### src/rtl/csel_option_unit.sv
module csel_option_unit #(
  parameter int CODE_W = 4
) (
  input  logic              clk,
  input  logic              rst_n,
  input  logic              mode_sync,
  input  logic              strobe_ds,
  input  logic [1:0]        lane_sel,
  input  logic [1:0]        dir_sel,
  input  logic [CODE_W-1:0] wait_code,
  input  logic              port_wide,
  input  logic              addr_hit,
  input  logic              rd_nwr,
  input  logic              byte_hi,
  input  logic              byte_lo,
  input  logic              as_i,
  input  logic              ds_i,
  input  logic              eclk_i,
  output logic              cs_n,
  output logic              ack_o
);
  localparam logic [CODE_W-1:0] EXT_CODE  = {CODE_W{1'b1}};
  localparam logic [CODE_W-1:0] FAST_CODE = EXT_CODE - 1'b1;

  logic dir_ok, lane_ok, strobe, sel_now, start;
  logic sel_q, cs_q, ack_q, armed;
  logic [CODE_W-1:0] cnt;

  assign dir_ok  = (dir_sel[0] & rd_nwr) | (dir_sel[1] & ~rd_nwr);
  assign lane_ok = ~port_wide | (lane_sel[0] & byte_lo) | (lane_sel[1] & byte_hi);
  assign strobe  = mode_sync ? eclk_i : (strobe_ds ? ds_i : as_i);
  assign sel_now = addr_hit & dir_ok & lane_ok & strobe;
  assign start   = sel_now & ~sel_q;

  always_ff @(posedge clk or negedge rst_n) begin
    if (!rst_n) begin
      sel_q <= 1'b0;
      cs_q  <= 1'b0;
      ack_q <= 1'b0;
      armed <= 1'b0;
      cnt   <= '0;
    end else begin
      sel_q <= sel_now;
      cs_q  <= sel_now;
      ack_q <= 1'b0;
      if (!sel_now) begin
        armed <= 1'b0;
      end else if (start) begin
        ack_q <= (wait_code == FAST_CODE);
        armed <= (wait_code != FAST_CODE) && (wait_code != EXT_CODE);
        cnt   <= wait_code;
      end else if (armed) begin
        if (cnt == '0) begin
          ack_q <= (wait_code != EXT_CODE);
          armed <= 1'b0;
        end else begin
          cnt <= cnt - 1'b1;
        end
      end
    end
  end

  assign cs_n  = ~cs_q;
  assign ack_o = ack_q;


  dir_off_chk: assert property (@(posedge clk) disable iff (!rst_n)
    (dir_sel == 2'b00) |=> cs_n);

  lanes_off_chk: assert property (@(posedge clk) disable iff (!rst_n)
    (port_wide && lane_sel == 2'b00) |=> cs_n);

  as_idle_chk: assert property (@(posedge clk) disable iff (!rst_n)
    (!mode_sync && !strobe_ds && !as_i) |=> cs_n);

  ds_idle_chk: assert property (@(posedge clk) disable iff (!rst_n)
    (!mode_sync && strobe_ds && !ds_i) |=> cs_n);

  eclk_idle_chk: assert property (@(posedge clk) disable iff (!rst_n)
    (mode_sync && !eclk_i) |=> cs_n);

  ack_single_chk: assert property (@(posedge clk) disable iff (!rst_n)
    ack_o |=> !ack_o);

  ext_no_ack_chk: assert property (@(posedge clk) disable iff (!rst_n)
    (wait_code == EXT_CODE) |=> !ack_o);

  ack_in_cs_chk: assert property (@(posedge clk) disable iff (!rst_n)
    ack_o |-> !cs_n);
endmodule

### config.mk
export PLATFORM = sky130hd
export DESIGN_NAME = csel_option_unit
export DESIGN_NICKNAME = d
export VERILOG_FILES = /design/src/rtl/csel_option_unit.sv
export SDC_FILE = /design/constraint.sdc
export NUM_CORES = 1
export LEC_CHECK = 0
export BUFFER_PORTS_ARGS = -buffer_cell sky130_fd_sc_hd__buf_2
export CAP_MARGIN = 20
export CELL_PAD_IN_SITES_DETAIL_PLACEMENT = 1
export CELL_PAD_IN_SITES_GLOBAL_PLACEMENT = 1
export CORE_MARGIN = 2
export CORE_UTILIZATION = 35
export CTS_CLUSTER_SIZE = 20
export DETAILED_ROUTE_END_ITERATION = 10
export GPL_ROUTABILITY_DRIVEN = 0
export PLACE_DENSITY = 0.91
export SLEW_MARGIN = 0
export SYNTH_ARGS = -nofsm -noshare
export SYNTH_HDL_FRONTEND = slang
export SYNTH_SLANG_ARGS = --single-unit
### constraint.sdc
create_clock -name clk -period 4.1 [get_ports clk]
set_input_delay 0.41 -clock clk [delete_from_list [all_inputs] [get_ports clk]]
set_output_delay 0.41 -clock clk [all_outputs]
set_load 0.01 [all_outputs]
## Word level (Yosys, flattened, before mapping)

Cells that the tools add are included.

- Input bits: 20
- Flip-flop bits (word level): 7
- RAM bits: 0
- Bits in read-only memories: 0
- Memories kept: 0
- Output and inout port bits: 2
- Bits in latches: 0
- Word-level logic and storage cells: 40

- Shift-type cells: 0
- Muxes and demuxes: 13
- Bitwise logic cells: 14
- $add $sub $neg: 1
- Equal/unequal tests: 4
- $lt $le $gt $ge: 0
- Reduce and logical (&&, ||, !) cells: 4
- Multiply operators: 0
- Divide/modulo/power cells: 0

Operators with widths:

| cell | count |
|---|---|
| $mux 4 | 3 |
| $mux 1 | 10 |
| $and 1x1->1 | 8 |
| $ne 4x4->1 const B | 2 |
| $eq 4x4->1 const B | 1 |
| $logic_not 4->1 | 1 |
| $sub 4x1->4 const B | 1 |
| $not 1->1 | 3 |
| $or 1x1->1 | 3 |
| $reduce_and 3->1 | 1 |
| $ne 2x2->1 const B | 1 |
| $reduce_bool 2->1 | 1 |
| $logic_and 1x1->1 | 1 |

## Logic depth before layout (Yosys ltp)

Gate-level depths: netlist of run 1.

- Depth after elaboration: 9
- Gate-level depth with buffers: 6
- Depth with buffers taken out: 6

## Least setup slack after synthesis of run 1

OpenSTA, ideal clock, no wires.

- Kind: reg2reg
- From: register cnt[0]
- To: register cnt[0]
- Cell stages (with the launch flop): 7
- Slack: 2472 ps
- Buffers on the path: 0
- Clock period less this slack: 1628 ps
- Data arrival time: 1504 ps
- Setup time: 124 ps
- Data required time: 3976 ps
- Cells stage by stage: dfrtp_1 > inv_1 > ha_1 > or3b_2 > nand4_1 > nor3_1 > a211o_1

- Word-level cells in the longest chain between the ends: 4
- Elaborated cells between the ends (all ways): 7
- Those cells by class: 1 x add/sub; 1 x eq/ne; 3 x mux; 2 x reduce/logical

RTL lines:

| what | RTL line | text |
|---|---|---|
| start: declaration | 27 | `logic [CODE_W-1:0] cnt;` |
| start signal: assignment | 51 | `cnt <= wait_code;` |
| start signal: assignment | 57 | `cnt <= cnt - 1'b1;` |
| $sub 4x1->4 | 57 |  |
| $mux 4 | 53 | `if (cnt == '0) begin` |
| $mux 4 | 52 | `end else if (armed) begin` |
| $mux 4 | 48 | `end else if (start) begin` |

Parallel ways exist; a longest one is shown, timed or not. The select of a mux whose other input is x is not followed.
A chain may end at the register's enable or synchronous reset.

## Worst setup path after layout of run 1

- From: register cnt[0]
- To: register cnt[1]

The elaborated chain is that of the path after synthesis.

==> results.json, run 1 <==
{
  "status": "complete, no violations",
  "cts_tree": "done",
  "final_cell_mix": "buf_2 (21), dfrtp_1 (7), inv_1 (6)",
  "wire_per_inst_um": 14.7,
  "synthCells": 53,
  "max_freq_ghz": 0.561,
  "synth_seq_cells": 7,
  "reg2reg_depth": 6,
  "min_period_ns": 1.78,
  "yosysTopAreaCell": "dfrtp_1",
  "hold_class": "in -> reg",
  "cts_sinks": 7,
  "critPathLaunchType": "flop",
  "worstPathRequired_ns": 4.23,
  "drt_first_pass_iters": 4,
  "r2r_end": "cnt[1]$_DFFE_PN0P_",
  "area_delta_synth_final_pct": 27.9,
  "dieArea_um2": 1810,
  "avgSynthCellArea_um2": 9.82,
  "ir_worst_vdd_uv": 209,
  "clkTransAtPathRegs_ns": 0.05,
  "endpoint_kind": "flop",
  "regArea_um2": 175,
  "worstPathMaxFanout": 4,
  "routed_wirelength_mm": 1.35,
  "cts_root_buf": "clkbuf_4",
  "grt_max_degree": 12,
  "tns_ns": 0,
  "initial_utilization_pct": 38.6,
  "min_period_over_period_pct": 43.5,
  "antenna_found_initial": 0,
  "synth.area.top_cells": "dfrtp_1 (34%), a221oi_2 (5.8%), o2111ai_4 (5.0%)",
  "worstSetupEndpoint": "cnt[1]$_DFFE_PN0P_",
  "cts_made_buffers": 3,
  "drive_gt1_share_pct": 40.3,
  "leakage_nw": 0.316,
  "cp_data_arrival_time_ns": 1.92,
  "setup_viol": 0,
  "r2r_setup_slack_ns": 2.32,
  "vias": 517,
  "synth.top_cell.area_share_pct": 33.7,
  "vias_per_cell": 5.62,
  "hpwl_mm": 1.07,
  "io_pins": 22,
  "fillers": 169,
  "portBuffers": 21,
  "multi_input_area_um2": 308,
  "total_power_mw": 0.241,
  "rsz0062_at_grt": "false",
  "drc": 0,
  "worstSetupPathType": "reg -> reg",
  "clock_skew_ns": 0.00504,
  "gr-total-overflow": 0,
  "die_x_um": 42.6,
  "worstSetupStartpoint": "cnt[0]$_DFFE_PN0P_",
  "initialDrtViolationCount": 8,
  "grt_pass1_wl_mm": 2.24,
  "htreeDepth": 1,
  "grt_use_total_pct": 16.7,
  "post_cts_buffers": 0,
  "fp.coreArea_um2": 1350,
  "drv_cap": 0,
  "worst_r2r_startpoint": "cnt[0]$_DFFE_PN0P_",
  "postRouteAntennaNets": 0,
  "power_density_nw_per_um2": 362,
  "syn_area_um2": 520,
  "synth_seq_area_share_pct": 33.7,
  "syn_nets": 74,
  "drv_slew": 0,
  "yosys.cell_types.count": 29,
  "die_y_um": 42.6,
  "diodes": 0,
  "yosysWarnings": 0,
  "clock_path_buffers": 2,
  "row_count": 13,
  "clk_latency_ns": 0.25,
  "worstMarginPinSlew_ns": 0.593,
  "grt_pass1_vias": 491,
  "hold_viol_final": 0,
  "final_net_count": 99,
  "mostFrequentLayoutCell": "buf_2",
  "slew_headroom_pct": 60.5
}
## per-layer routing
metal	up-vias	wire (um)	global-route usage, %
li1	253	-	-
met1	255	517	17.9
met2	9	773	31.1
met3	0	63	6.90
met4	0	0	1.88
met5	-	0	0
## state kept, by name (all words and copies together), names as in the netlist
| register | cells |
|---|---|
| cnt | 4 |
| ack_o | 1 |
| armed | 1 |
| cs_q | 1 |
## kinds of logic (layout without fill, tap and decap cells)
group	count (synthesis)	in the layout	share of synthesized area (%)
AND/OR/NAND/NOR	20	20	21.4
AO/OA/AOI/OAI	14	14	28.1
multiplexers	3	3	7.21
adder cells (fa/ha/maj)	1	1	2.40
buffers and inverters	8	32	7.21
flip-flops	7	7	33.7
## power by group
part / total, mW / switching [mW] / leakage (nW) / internal [mW]
Combinational: 0.0797 / 0.0414 / 0.213 / 0.0383
Clock: 0.0623 / 0.0252 / 0.0150 / 0.0371
Sequential: 0.0989 / 0.0151 / 0.0882 / 0.0838
Total: 0.241 / 0.0817 / 0.316 / 0.159
## metrics by stage
step	hold slack, ns	area (um^2)	setup WS, ns	instances	util (%)
2_1_floorplan	0.114	520	2.47	53	-
3_3_place_gp	0.252	629	2.37	87	46.6
3_5_place_dp	0.255	629	2.33	87	46.6
4_1_cts	0.449	666	2.32	92	49.3
5_1_grt	0.461	666	2.24	92	49.3
6_report	0.455	666	2.32	92	49.3
## worst min path at each step
stage / from / endpoint / cells after the start
after floorplan: rst_n / ack_o$_DFF_PN0_ / 0
after global placement: rst_n / cs_q$_DFF_PN0_ / 1
after detailed placement: rst_n / armed$_DFF_PN0_ / 1
after CTS: wait_code[0] / ack_o$_DFF_PN0_ / 3
after global routing: wait_code[0] / ack_o$_DFF_PN0_ / 3
final: wait_code[0] / ack_o$_DFF_PN0_ / 3
## worst max-delay path, stage by stage (launching register included)
cell and delay (ns):
dfrtp_1 0.40, inv_1 0.13, ha_1 0.20, or3b_2 0.48, nand4b_1 0.13, o32ai_1 0.09, a211o_1 0.25
## Yosys cell counts (all sizes together)
library cell  instances
clkbuf                1
or3b                  1
buf                   1
o41ai                 1
a41oi                 2
nor3                  3
nor4                  1
ha                    1
o211ai                1
a211o                 2
and2                  1
or2b                  1
nand3                 1
o31ai                 2
mux2                  3
o2111ai               1
a221oi                2
dfrtp                 7
inv                   6
o32ai                 2
nand2                 4
or2                   1
nor2                  3
nand4b                1
a31oi                 1
nor2b                 1
nor4b                 1
nand4                 1
## final cells by class
cell class | count | share of cell area, %
Clock buffer | 4 | 3.95
Inverter | 6 | 3.38
Multi-Input combinational cell | 38 | 46.2
Sequential cell | 7 | 26.3
Tap cell | 15 | 2.82
Timing Repair Buffer | 22 | 17.3
## repair_timing
action,in CTS,in global routing
endpoints found under the hold margin,7,0
resized for setup,0,0
hold buffers,1,0
Power figures use the tool's default switching activity.
==> run 2: changes to the inputs <==
--- a/config.mk
+++ b/config.mk
@@ -10,11 +10,11 @@
 export CELL_PAD_IN_SITES_DETAIL_PLACEMENT = 1
 export CELL_PAD_IN_SITES_GLOBAL_PLACEMENT = 1
 export CORE_MARGIN = 2
-export CORE_UTILIZATION = 35
+export CORE_UTILIZATION = 29
 export CTS_CLUSTER_SIZE = 20
 export DETAILED_ROUTE_END_ITERATION = 10
 export GPL_ROUTABILITY_DRIVEN = 0
-export PLACE_DENSITY = 0.91
+export PLACE_DENSITY = 0.82
 export SLEW_MARGIN = 0
 export SYNTH_ARGS = -nofsm -noshare
 export SYNTH_HDL_FRONTEND = slang
==> constraint.sdc (replaced) <==
create_clock -name clk -period 1.6 [get_ports clk]
set_input_delay 0.16 -clock clk [delete_from_list [all_inputs] [get_ports clk]]
set_output_delay 0.16 -clock clk [all_outputs]
set_load 0.01 [all_outputs]
==> results.json, run 2 (synthesis gave the netlist of run 1 again) <==
{
  "hpwl_mm": 1.23,
  "wire_per_inst_um": 13.9,
  "initial_utilization_pct": 30.5,
  "hold_viol_final": 0,
  "cts_root_buf": "clkbuf_4",
  "grt_pass1_wl_mm": 2.27,
  "timing.hold.ws_ns": 0.191,
  "worstMarginPinSlew_ns": 0.375,
  "drc": 0,
  "clkTransAtPathRegs_ns": 0.06,
  "clock_path_buffers": 2,
  "fp.coreArea_um2": 1710,
  "total_power_mw": 0.739,
  "power_density_nw_per_um2": 967,
  "vias_per_cell": 4.99,
  "setup_viol": 0,
  "cts_sinks": 7,
  "vias": 549,
  "crit_buf_inv": 1,
  "dieArea_um2": 2150,
  "area_delta_synth_final_pct": 46.9,
  "portBuffers": 21,
  "worstPathRequired_ns": 1.75,
  "crit_family": "simple AND/OR/NAND/NOR gates",
  "cts_tree": "done",
  "worstPathMaxFanout": 3,
  "mostFrequentLayoutCell": "buf_2",
  "grt_max_degree": 9,
  "postRouteAntennaNets": 0,
  "htreeDepth": 1,
  "final_cell_mix": "buf_2 (21), buf_4 (8), dfrtp_1 (7)",
  "largest_reg_flops": 4,
  "slowest_delay_ns": 0.40,
  "tns_ns": 0,
  "grt_pass1_vias": 510,
  "ir_worst_vdd_uv": 700,
  "drive_gt1_share_pct": 52.9,
  "diodes": 0,
  "endpoint_kind": "flop",
  "critPathLaunchType": "flop",
  "final_net_count": 107,
  "slew_headroom_pct": 74.7,
  "max_freq_ghz": 0.649,
  "grt_use_total_pct": 15.4,
  "gr-total-overflow": 0,
  "top_register": "cnt",
  "die_y_um": 46.4,
  "antenna_found_initial": 0,
  "die_x_um": 46.4,
  "stdcell_count": 110,
  "drv_slew": 0,
  "cts_made_buffers": 3,
  "leakage_nw": 0.359,
  "dp_cells": 102,
  "clock_skew_ns": 0.00274,
  "hold_class": "in -> reg",
  "row_count": 15,
  "routed_wirelength_mm": 1.53,
  "min_period_ns": 1.54,
  "post-route-util_pct": 44.8,
  "cp_data_arrival_time_ns": 1.69,
  "worstSetupPathType": "reg -> reg",
  "slowest_stage": "dfrtp_1",
  "io_pins": 22,
  "crit_chain": "inv_2 > ha_4 > or3b_4 > nand4b_1 > o32ai_1 > a211o_1",
  "status": "complete, no violations",
  "initialDrtViolationCount": 10,
  "clk_latency_ns": 0.26,
  "drv_cap": 0,
  "min_period_over_period_pct": 96.3,
  "drt_first_pass_iters": 3
}
## run 2: path summary, 6_finish.rpt
path                                      end  slack, ns  depth (start not counted)          startpoint
min                           ack_o$_DFF_PN0_       0.19                          3        wait_code[0]
max                        cnt[1]$_DFFE_PN0P_       0.06                          6  cnt[1]$_DFFE_PN0P_
max reg2reg                cnt[1]$_DFFE_PN0P_       0.06                          6  cnt[1]$_DFFE_PN0P_
max in group asynchronous  cnt[2]$_DFFE_PN0P_       1.17                          2               rst_n
min in group asynchronous  cnt[3]$_DFFE_PN0P_       0.26                          2               rst_n
min reg2reg                cnt[3]$_DFFE_PN0P_       0.57                          2  cnt[3]$_DFFE_PN0P_
## run 2: final cells by class
class / instances / area, um^2
clock buffer: 3 / 22.5
clock inverter: 1 / 5.00
fill: 214 / 943
inverter: 6 / 22.5
multi-input combinational: 38 / 333
sequential: 7 / 175
tap: 25 / 31.3
timing repair buffer: 30 / 175
## run 2: per-layer routing
| layer | vias to the layer above | track usage, % | part of all wire (%) |
|---|---|---|---|
| met5 | - | 0 | 0 |
| met4 | 0 | 3.43 | 0.33 |
| met3 | 2 | 5.88 | 4.0 |
| met2 | 10 | 25.8 | 53 |
| met1 | 268 | 18.5 | 43 |
| li1 | 269 | - | - |
## run 2: power breakdown
group | total, mW | internal, mW | switching, mW
Combinational | 0.319 | 0.176 | 0.143
Clock | 0.169 | 0.0919 | 0.0768
Sequential | 0.251 | 0.214 | 0.0369
## run 2: metrics by stage
step | setup slack, ns | instance area [um^2]
floorplan | 0.0789 | 526
global placement | 0.0809 | 684
detailed placement | -0.000435 | 684
CTS | 0.00352 | 724
global route | -0.00308 | 764
finish | 0.0593 | 764
## run 2: repair_timing
action	4_1_cts	5_1_grt
setup buffers	0	3
hold endpoints to repair	7	0
hold buffers	1	0
gates resized for setup	1	3
setup endpoints to repair	1	4
pin swaps	0	1
## run 2: worst reg2reg max path, stage by stage, from the launching register on
cell and delay (ns):
dfrtp_1 0.40, inv_2 0.09, ha_4 0.13, or3b_4 0.38
nand4b_1 0.11, o32ai_1 0.08, a211o_1 0.23
==> run 3: changes to the inputs <==
--- a/config.mk
+++ b/config.mk
@@ -10,11 +10,12 @@
 export CELL_PAD_IN_SITES_DETAIL_PLACEMENT = 1
 export CELL_PAD_IN_SITES_GLOBAL_PLACEMENT = 1
 export CORE_MARGIN = 2
-export CORE_UTILIZATION = 29
+export CORE_UTILIZATION = 35
 export CTS_CLUSTER_SIZE = 20
 export DETAILED_ROUTE_END_ITERATION = 10
 export GPL_ROUTABILITY_DRIVEN = 0
-export PLACE_DENSITY = 0.82
+export GPL_TIMING_DRIVEN = 0
+export PLACE_DENSITY = 0.91
 export SLEW_MARGIN = 0
 export SYNTH_ARGS = -nofsm -noshare
 export SYNTH_HDL_FRONTEND = slang
==> constraint.sdc (replaced) <==
create_clock -name clk -period 1.86 [get_ports clk]
set_input_delay 0.186 -clock clk [delete_from_list [all_inputs] [get_ports clk]]
set_output_delay 0.186 -clock clk [all_outputs]
set_load 0.01 [all_outputs]
==> results.json, run 3 (synthesis gave the netlist of run 1 again) <==
{
  "slew_headroom_pct": 60.4,
  "fp.coreArea_um2": 1350,
  "io_pins": 22,
  "leakage_nw": 0.323,
  "final_net_count": 101,
  "dieArea_um2": 1810,
  "mostFrequentLayoutCell": "buf_2",
  "total_power_mw": 0.549,
  "placed_area_um2": 644,
  "largest_reg_flops": 4,
  "drt_first_pass_iters": 4,
  "routed_wirelength_mm": 1.34,
  "min_period_ns": 1.79,
  "hpwl_mm": 1.07,
  "portBuffers": 21,
  "rsz0062_at_grt": "false",
  "max_freq_ghz": 0.558,
  "initial_utilization_pct": 38.6,
  "layout_setup_ws_ns": 0.0675,
  "critPathLaunchType": "flop",
  "clock_skew_ns": 0.00174,
  "status": "complete, no violations",
  "worstPathRequired_ns": 2.00,
  "drv_cap": 0,
  "stdcell_count": 94,
  "htreeDepth": 1,
  "hold_viol_final": 0,
  "holdPathEnd": "ack_o$_DFF_PN0_",
  "worstPathMaxFanout": 3,
  "clk_latency_ns": 0.26,
  "r2r_setup_slack_ns": 0.07,
  "drive_gt1_share_pct": 44.3,
  "tns_ns": 0,
  "hold_class": "in -> reg",
  "gr-total-overflow": 0,
  "worstHoldStart": "wait_code[0]",
  "min_path_cells": 3,
  "die_x_um": 42.6,
  "endpoint_kind": "flop",
  "drv_slew": 0,
  "postRouteAntennaNets": 0,
  "drc": 0,
  "dp_cells": 89,
  "ir_worst_vdd_uv": 406,
  "area_delta_synth_final_pct": 31.5,
  "final_cell_mix": "buf_2 (21), dfrtp_1 (7), inv_1 (5)",
  "worstSetupPathType": "reg -> reg",
  "antenna_found_initial": 0,
  "initialDrtViolationCount": 22,
  "worstSetupStartpoint": "cnt[1]$_DFFE_PN0P_",
  "vias": 514,
  "cp_data_arrival_time_ns": 1.93,
  "grt_pass1_wl_mm": 2.37,
  "top_register": "cnt",
  "pre_cts_ws_ns": 0.0734,
  "row_count": 13,
  "vias_per_cell": 5.47,
  "cts_made_buffers": 3,
  "min_period_over_period_pct": 96.4,
  "r2r_end": "cnt[3]$_DFFE_PN0P_",
  "reg2reg_depth": 6,
  "setup_viol": 0,
  "worstMarginPinSlew_ns": 0.594,
  "die_y_um": 42.6,
  "clock_path_buffers": 2,
  "grt_max_degree": 11,
  "timing.hold.ws_ns": 0.215,
  "wire_per_inst_um": 14.3,
  "cts_tree": "done",
  "grt_pass1_vias": 570,
  "diodes": 0,
  "cts_sinks": 7,
  "clkTransAtPathRegs_ns": 0.06,
  "power_density_nw_per_um2": 802,
  "fin_area_um2": 684,
  "grt_use_total_pct": 17.5,
  "worst_r2r_startpoint": "cnt[1]$_DFFE_PN0P_",
  "post-route-util_pct": 50.7,
  "cts_root_buf": "clkbuf_4"
}
-- run 3: repair_timing --
item,4_1_cts,5_1_grt
resized for setup,0,2
setup buffers,0,0
hold endpoints to repair,7,0
hold buffers,1,0
endpoints found under the setup margin,0,4
-- run 3: how the worst max path moves through the flow --
| stage | slack, ns | cells past startpoint | end |
|---|---|---|---|
| floorplan | 0.23 | 6 | cnt[0]$_DFFE_PN0P_ |
| global placement | 0.13 | 6 | cnt[3]$_DFFE_PN0P_ |
| detailed placement | 0.07 | 6 | cnt[3]$_DFFE_PN0P_ |
| CTS | 0.04 | 6 | cnt[3]$_DFFE_PN0P_ |
| global route | 0.03 | 6 | cnt[3]$_DFFE_PN0P_ |
| finish | 0.07 | 6 | cnt[3]$_DFFE_PN0P_ |
-- run 3: final cells by class --
| cell class | instances | area, um^2 |
|---|---|---|
| clock inverter | 1 | 5.00 |
| clock buffer | 3 | 22.5 |
| multi-input combinational | 38 | 310 |
| sequential | 7 | 175 |
| timing repair buffer | 22 | 115 |
| inverter | 6 | 22.5 |
| fill | 171 | 666 |
| buffer | 2 | 15.0 |
| tap | 15 | 18.8 |
-- run 3: routing by layer --
layer / share of wire (%) / global-route usage [%] / up-vias / wire [um]
li1: - / - / 257 / -
met1: 43 / 19.7 / 245 / 571
met2: 53 / 30.2 / 9 / 707
met3: 2.8 / 3.88 / 3 / 38
met4: 1.6 / 9.38 / 0 / 22
met5: 0 / 0 / - / 0
-- run 3: power breakdown --
part	leakage (nW)	switching, mW	internal (mW)
logic	0.217	0.0982	0.0904
clock network	0.0177	0.0676	0.0792
registers	0.0882	0.0293	0.184
-- run 3: worst max-delay path, cell delays in order, from the launching register on --
cell and delay [ns]:
dfrtp_1 0.40, inv_1 0.12, ha_2 0.21, or3b_2 0.49, and2_1 0.21, nor2_1 0.15, o31ai_1 0.09
